`config.mk`:
```
export PLATFORM = sky130hd
export DESIGN_NAME = dbswap_ctrl
export DESIGN_NICKNAME = d
export VERILOG_FILES = /design/src/rtl/dbswap_pkg.sv /design/src/rtl/dbswap_flag.sv /design/src/rtl/dbswap_roles.sv /design/src/rtl/dbswap_ctrl.sv
export SDC_FILE = /design/constraint.sdc
export NUM_CORES = 1
export LEC_CHECK = 0
export BUFFER_PORTS_ARGS = -buffer_cell sky130_fd_sc_hd__clkbuf_2
export CAP_MARGIN = 20
export CORE_AREA = 2 2 39 41
export CTS_BUF_LIST = sky130_fd_sc_hd__clkbuf_2 sky130_fd_sc_hd__clkbuf_4 sky130_fd_sc_hd__clkbuf_8
export DETAILED_ROUTE_END_ITERATION = 6
export DIE_AREA = 0 0 41 43
export MAX_ROUTING_LAYER = met4
export SLEW_MARGIN = 30
export SYNTH_ARGS = -nofsm -noshare
export SYNTH_HDL_FRONTEND = slang
export SYNTH_SLANG_ARGS = --single-unit
```
`constraint.sdc`:
```
create_clock -name clk -period 1.8 [get_ports clk]
set_clock_uncertainty 0.05 [all_clocks]
set_input_delay 0.09 -clock clk [delete_from_list [all_inputs] [get_ports clk]]
set_output_delay 0.09 -clock clk [all_outputs]
set_load 0.03 [all_outputs]
```
`src/rtl/dbswap_pkg.sv`:
```
package dbswap_pkg;

  localparam int unsigned NUM_PARTIES = 2;
  localparam int unsigned FETCH_IDX   = 0;
  localparam int unsigned PROC_IDX    = 1;

  typedef logic [NUM_PARTIES-1:0] party_vec_t;

  // Sticky flag update: a clear takes this cycle's set into the new round
  function automatic logic flag_next(input logic cur, input logic set, input logic clr);
    logic nxt;
    if (clr) nxt = set;
    else     nxt = cur | set;
    return nxt;
  endfunction

  // Join of all completion flags
  function automatic logic all_joined(input party_vec_t f);
    return &f;
  endfunction

  // Bank index after an optional swap
  function automatic logic role_next(input logic cur, input logic swap);
    return swap ? ~cur : cur;
  endfunction

endpackage

```
`src/rtl/dbswap_flag.sv`:
```
module dbswap_flag (
  input  logic clk,
  input  logic rst_n,
  input  logic set_i,
  input  logic clr_i,
  output logic flag_o
);
  import dbswap_pkg::*;

  logic flag_q;

  always_ff @(posedge clk or negedge rst_n) begin
    if (!rst_n) flag_q <= 1'b0;
    else        flag_q <= flag_next(flag_q, set_i, clr_i);
  end

  assign flag_o = flag_q;

  // A set flag stays set until a clear arrives
  assert_flag_sticky_R10: assert property (@(posedge clk) disable iff (!rst_n)
    (flag_q && !clr_i) |=> flag_q);

  // A pulse always leaves the flag set
  assert_flag_capture_R2: assert property (@(posedge clk) disable iff (!rst_n)
    set_i |=> flag_q);

endmodule

```
`src/rtl/dbswap_roles.sv`:
```
module dbswap_roles (
  input  logic clk,
  input  logic rst_n,
  input  logic swap_i,
  output logic proc_o,
  output logic fill_o
);
  import dbswap_pkg::*;

  logic proc_q;
  logic fill_q;

  always_ff @(posedge clk or negedge rst_n) begin
    if (!rst_n) begin
      proc_q <= 1'b0;
      fill_q <= 1'b1;
    end else begin
      proc_q <= role_next(proc_q, swap_i);
      fill_q <= role_next(fill_q, swap_i);
    end
  end

  assign proc_o = proc_q;
  assign fill_o = fill_q;

  assert_banks_differ_R8: assert property (@(posedge clk) disable iff (!rst_n)
    proc_q != fill_q);

  assert_roles_hold_R7: assert property (@(posedge clk) disable iff (!rst_n)
    !swap_i |=> ($stable(proc_q) && $stable(fill_q)));

endmodule

```
`src/rtl/dbswap_ctrl.sv`:
```
module dbswap_ctrl (
  input  logic clk,
  input  logic rst_n,
  input  logic fetch_done,
  input  logic proc_done,
  input  logic swap_ack,
  output logic swap_irq,
  output logic proc_bank,
  output logic fill_bank
);
  import dbswap_pkg::*;

  party_vec_t done_pulse;
  party_vec_t flags;
  logic       joined;
  logic       ack_taken;

  assign done_pulse[FETCH_IDX] = fetch_done;
  assign done_pulse[PROC_IDX]  = proc_done;

  generate
    for (genvar g = 0; g < NUM_PARTIES; g++) begin : g_flag
      dbswap_flag u_flag (
        .clk    (clk),
        .rst_n  (rst_n),
        .set_i  (done_pulse[g]),
        .clr_i  (ack_taken),
        .flag_o (flags[g])
      );
    end
  endgenerate

  assign joined    = all_joined(flags);
  assign ack_taken = swap_ack & joined;
  assign swap_irq  = joined;

  dbswap_roles u_roles (
    .clk    (clk),
    .rst_n  (rst_n),
    .swap_i (ack_taken),
    .proc_o (proc_bank),
    .fill_o (fill_bank)
  );

  // Both pulses together raise the interrupt on the next cycle
  assert_join_both_R4: assert property (@(posedge clk) disable iff (!rst_n)
    (fetch_done && proc_done) |=> swap_irq);

  // The interrupt persists until it is acknowledged
  assert_irq_hold_R5: assert property (@(posedge clk) disable iff (!rst_n)
    (swap_irq && !swap_ack) |=> swap_irq);

  // An accepted acknowledge swaps the roles
  assert_swap_on_ack_R6: assert property (@(posedge clk) disable iff (!rst_n)
    (swap_irq && swap_ack) |=> (proc_bank != $past(proc_bank)));

  // An accepted acknowledge with no new pulses drops the interrupt
  assert_irq_drop_R6: assert property (@(posedge clk) disable iff (!rst_n)
    (swap_irq && swap_ack && !fetch_done && !proc_done) |=> !swap_irq);

  // An idle acknowledge is ignored
  assert_idle_ack_R7: assert property (@(posedge clk) disable iff (!rst_n)
    (!swap_irq && swap_ack) |=> $stable(proc_bank));

  // A rising interrupt needs at least one pulse in the previous cycle
  assert_irq_cause_R3: assert property (@(posedge clk) disable iff (!rst_n)
    (!swap_irq && !fetch_done && !proc_done) |=> !swap_irq);

endmodule

```
==> results of run 1 <==
-- placed cells by master (no fill, tap or decap), drive strengths merged --
| cell type | instances |
|---|---|
| xnor2 | 2 |
| a21o | 2 |
| dlygate4sd3 | 3 |
| nand2 | 2 |
| dfstp | 1 |
| and2 | 1 |
| nand3 | 1 |
| clkbuf | 11 |
| dfrtp | 3 |
-- cell type report --
class | instances | area (um^2)
timing repair buffer | 10 | 65.1
sequential | 4 | 101
fill | 152 | 1110
tap | 16 | 20.0
multi-input combinational | 8 | 58.8
clock buffer | 4 | 30.0
-- metrics by stage --
| step | cells | area (um^2) | util [%] | power, mW | hold WS [ps] |
|---|---|---|---|---|---|
| finish | 42 | 275 | 19.9 | 0.407 | 76.9 |
| CTS | 42 | 275 | 19.9 | 0.417 | 71.5 |
| global route | 42 | 275 | 19.9 | 0.447 | 81.6 |
| detailed placement | 35 | 215 | 15.6 | 0.268 | -145 |
| global placement | 35 | 215 | 15.6 | 0.264 | -149 |
| floorplan | 12 | 160 | - | 0.230 | -256 |
-- final timing paths --
path                       slack (ps)                      end  cells past startpoint
setup / recovery                  650                 swap_irq                      2
hold / removal                     80           u_roles.fill_o                      3
setup reg to reg                  980  g_flag[0].u_flag.flag_o                      2
hold reg to reg                   420           u_roles.proc_o                      1
max in group asynchronous        1350           u_roles.fill_o                      2
min in group asynchronous         150           u_roles.proc_o                      2
-- per-layer routing --
layer  up-vias  global-route usage [%]  share of wire [%]
li1         66                       -                  -
met1        58                    6.19                 46
met2        11                    5.00                 33
met3         0                    9.95                 21
met4         0                    4.00                  0
met5         -                       -                  0
-- cell families (layout without fill, tap and decap cells) --
family | after synthesis | count (layout)
AO/OA/AOI/OAI | 2 | 2
XOR/XNOR | 2 | 2
buffers and inverters | 0 | 14
flip-flops | 4 | 4
AND/OR/NAND/NOR | 4 | 4
-- power groups by stage --
stage               clock, mW  sequential, mW  combinational [mW]
finish                  0.137           0.148               0.122
global placement            0           0.146               0.118
global route            0.161           0.151               0.134
floorplan                   0           0.194              0.0363
CTS                     0.145           0.148               0.124
detailed placement          0           0.149               0.119
-- registers in the layout, summed over array words and instances (netlist names) --
signal,flops
u_roles.proc_o,1
u_roles.fill_o,1
g_flag.u_flag.flag_o,2
-- worst register-to-register path, cell delays in order, from the launching register on --
cell and delay, ps:
dfrtp_1 390, nand2_1 60, a21o_2 210
==> impl_results.md, run 1 <==
* Worst Tran Pin Value at 179 ps
* Place WS at about 900 ps
* Longest Clk Path Bufs at 2
* Synth area leader: dfrtp_1
* Yosys Warn Count at 0
* Xor/xnor cell area share of the yosys netlist at 10.9%
* RSZ-0062 raised after global routing: false
* Latest clock arrival within the worst-skew pair at roughly 230 ps
* Startpoint Class: register
* Synth-to-layout area growth at 71.9%
* Comb pwr share at 30.0%
* Routed vias/inst at 3.21
* Slew margin rel. at 88.1%
* EDFF count, synth at 0
* Compound-Gate Fraction of Synth Area at 10.2%
* Setup bufs post-CTS at 0
* Static leakage at around 0.13 nW
* DRT iter0 DRCs at 3
* Die Wd at ~41 um
* CP arrival at 1010 ps
* GR Overflow Total at 0
* First-pass GRT wire length at about 580 um
* Slowest cell on the critical path: dfrtp_1
* Synth Cell Area at between 150 and 200 um^2
* Clock Sinks at 4
* Worst reg2reg path startpoint: g_flag[1].u_flag.flag_o
* Total Routed Length at 334 um
* Synth cell count leaders: dfrtp_1 (3), nand2_1 (2), xnor2_1 (2)
* Num CTS Buffers at 3
* Top post-synthesis cells by area: dfrtp_1 (47%), dfstp_2 (16%), xnor2_1 (11%)
* Simple-gate area share of the yosys netlist at 15.6%
* Share of the synthesized area in the top cell type at around 47%
* Syn_nets at 17
* Root Buffer: clkbuf_4
* Clk slew on worst S/H paths at 40 ps
* Antenna violations before repair at 0
* Delay-heaviest family, CP: flip-flops
* Required time of the worst setup path at 1660 ps
* Largest net degree at the start of global routing at 5
* Fin. Hold Viols at 0
* Flops & latches, synth at 4
* Post-Syn Instances at 12
* Global Route Usage Sum at 6.20%
* Number of global-route vias before repair at ~140
* ANT cells at 0
* DRC at 0
* DR vias at around 140
* Period utilization at a little under two thirds
* Number of hold buffers added after CTS at 3
* Post-synth cell types at 8
* Post-DR wirelength/cell at about 8.0 um
* Final setup fails at 0
* Internal power at about 0.27 mW
* CTS tree: done
* Switching power at about 0.14 mW
* Clock power frac at 33.7%
* Post-cts gate resize count at 0
* Syn avg cell area at approximately 13 um^2
* Switch share at 33.3%
* Hold_sp: swap_ack
* DIE HEIGHT at 43 um
* Worst Hold Class: in -> reg
* Number of max-cap violations at 0
* CP Cell Sequence: and2_2 -> clkbuf_2
* VDD IR-drop max at roughly 0.0006 V
* Setup crit end kind: output pin
* Drt pass-1 iters at 2
* Seq pwr share at 36.3%
* Most numerous cell in the Yosys netlist: dfrtp_1
* Share of flip-flops with an asynchronous set or reset at 100%
* Fin crit period at 1150 ps
* Num rows at 14
* CP max FO at 4
* Sequential fraction of the synthesis area at 63.3%
* Post-synth top flop: dfrtp_1
* Area share of fa/ha/maj cells after synthesis at 0%
* Largest family of logic cells by synthesized area: simple AND/OR/NAND/NOR gates
* Pwr/cell area at about 1500 nW/um^2
* IO Port Bufs at 7
* Core Box Area at 1380 um^2
* Gpl congestion at ~0.62
* CTS HTree Levels at 1
* F_max at 0.871 GHz
* Slew Viols, Final at 0
* Num ports at 8
* Crit path from: g_flag[0].u_flag.flag_o
* Status: completed
* Initial Util at between 10% and 20%
* Nets at 32
* Setup TNS Final at 0 ps
* Max stage delay on crit path at 400 ps
* Layout cells sized above 1 at just under 60%
* Area of the die at 1760 um^2
* Critical path type: reg -> out
* Final setup margin at 652 ps
* Antenna-violating nets left at 0
* Multiplexer share of the synthesized area at 0%
* CP bufs+invs at 1
Power figures use the tool's default switching activity.
==> inputs of run 2 (changes only) <==
==> constraint.sdc (replaced) <==
create_clock -name clk -period 0.9 [get_ports clk]
set_clock_uncertainty 0.05 [all_clocks]
set_input_delay 0.045 -clock clk [delete_from_list [all_inputs] [get_ports clk]]
set_output_delay 0.045 -clock clk [all_outputs]
set_load 0.03 [all_outputs]
==> impl_results.md, run 2 (synthesized netlist as in run 1, its figures left out) <==
* Num ports at 8
* F_max at 1.02 GHz
* IO Port Bufs at 7
* DRC at 0
* Num CTS Buffers at 3
* Routed vias/inst at 3.17
* Hold path cells at 3
* First-pass GRT wire length at ~630 um
* Final-layout fill cell count at roughly 150
* Total Routed Length at between 300 and 400 um
* Most frequent cells in the layout: clkbuf_4 (4), clkbuf_2 (4), buf_4 (4)
* Largest net degree at the start of global routing at 5
* CP arrival at 890 ps
* Antenna-violating nets left at 0
* Number of max-cap violations at 0
* CTS HTree Levels at 1
* Worst Tran Pin Value at 116 ps
* Hold_ws at 43.0 ps
* Die Wd at 41 um
* Drt pass-1 iters at 4
* GR Overflow Total at 0
* Static leakage at between 0.15 and 0.2 nW
* Area of the die at between 1500 and 2000 um^2
* Post-DR wirelength/cell at 8.22 um
* Root Buffer: clkbuf_4
* Layout cells sized above 1 at 66.7%
* Final setup fails at 2
* Clock Sinks at 4
* Setup crit end kind: output pin
* VDD IR-drop max at 0.000446 V
* Num rows at 14
* Core Box Area at 1380 um^2
* Slew margin rel. at between 90 and 100%
* Final cell area excluding filler cells at 352 um^2
* RSZ-0062 raised after global routing: true
* Fin crit period at 984 ps
* Final setup margin at -84.0 ps
* Latest clock arrival within the worst-skew pair at between 200 and 250 ps
* Initial Util at 11.6%
* Setup TNS Final at -166 ps
* Status: finished with violations
* DRT iter0 DRCs at 1
* ANT cells at 0
* Slew Viols, Final at 0
* Required time of the worst setup path at 810 ps
* Number of global-route vias before repair at 161
* DP Area at 215 um^2
* Nets at 36
* End of the worst register-to-register path: u_roles.proc_o
* Reg2reg setup slack at 20 ps
* Synth-to-layout area growth at 120%
* Antenna violations before repair at 0
* DR vias at 146
* Pwr/cell area at ~3000 nW/um^2
* Critical path type: reg -> out
* Post-Place Cells at 35
* CP max FO at 2
* Power consumption at 1.05 mW
* Global Route Usage Sum at 6.59%
* Period utilization at 109%
* Reg2reg path depth at 3
* Fin. Hold Viols at 0
* DIE HEIGHT at 43 um
* Worst reg2reg path startpoint: g_flag[0].u_flag.flag_o
* CTS tree: done
* Hold Path Sink: u_roles.fill_o
* Hold_sp: swap_ack
* Max FFs per register at 2
* Worst Hold Class: in -> reg
* Gpl congestion at 0.547
* Failing checks: setup timing
* Non-filler cells, final at 46
* Clk slew on worst S/H paths at 40 ps
* Longest Clk Path Bufs at 2
* Startpoint Class: register
## run 2: changes by cell type in the layout (fill, tap and decap cells not counted)
cell,previous run,this run
nand3_4,0,1
and2_4,0,1
and2_2,1,0
xnor2_2,0,1
buf_4,0,4
buf_8,0,3
nand3_2,1,0
clkbuf_2,7,4
xnor2_1,2,1
## run 2: timing repair
action | 4_1_cts | 5_1_grt
buffers inserted | 4 | 1
pin swaps | 1 | 1
resized for setup | 7 | 5
hold buffers | 3 | 0
endpoints found under the setup margin | 3 | 5
endpoints found under the hold margin | 6 | 0
## run 2: worst max path at each step
stage,end,startpoint,cells past startpoint,slack (ps)
2_1_floorplan,u_roles.fill_o,u_roles.fill_o,1,40
3_3_place_gp,swap_irq,g_flag[0].u_flag.flag_o,2,30
3_5_place_dp,swap_irq,g_flag[0].u_flag.flag_o,2,30
4_1_cts,fill_bank,u_roles.fill_o,1,-110
5_1_grt,fill_bank,u_roles.fill_o,1,-120
6_report,swap_irq,g_flag[1].u_flag.flag_o,2,-80
## run 2: cell type report
cell class,instances,area [um^2],area share (%)
Multi-Input combinational cell,8,75.1,21.4
Tap cell,16,20.0,5.69
Clock buffer,4,30.0,8.54
Timing Repair Buffer,14,125,35.6
Sequential cell,4,101,28.8
## run 2: report_power, final
part	internal [mW]	switching (mW)
sequential	0.252	0.0440
combinational	0.278	0.197
clock	0.197	0.0787
## run 2: per-layer routing
| layer | GRT usage (%) | wire, um |
|---|---|---|
| met5 | - | 0 |
| met4 | 8.00 | 0 |
| met3 | 4.71 | 44 |
| met2 | 6.88 | 164 |
| met1 | 6.77 | 169 |
## run 2: critical path, cell delays in order, from the launching register on
cell	delay, ps
dfrtp_1	370
and2_4	160
buf_8	130
## run 2: metrics by stage
step                util [%]  worst slack, ps
floorplan                  -             36.9
global placement        15.6             31.6
detailed placement      15.6             31.7
CTS                     24.1             -111
global route            25.4             -120
finish                  25.4            -84.0
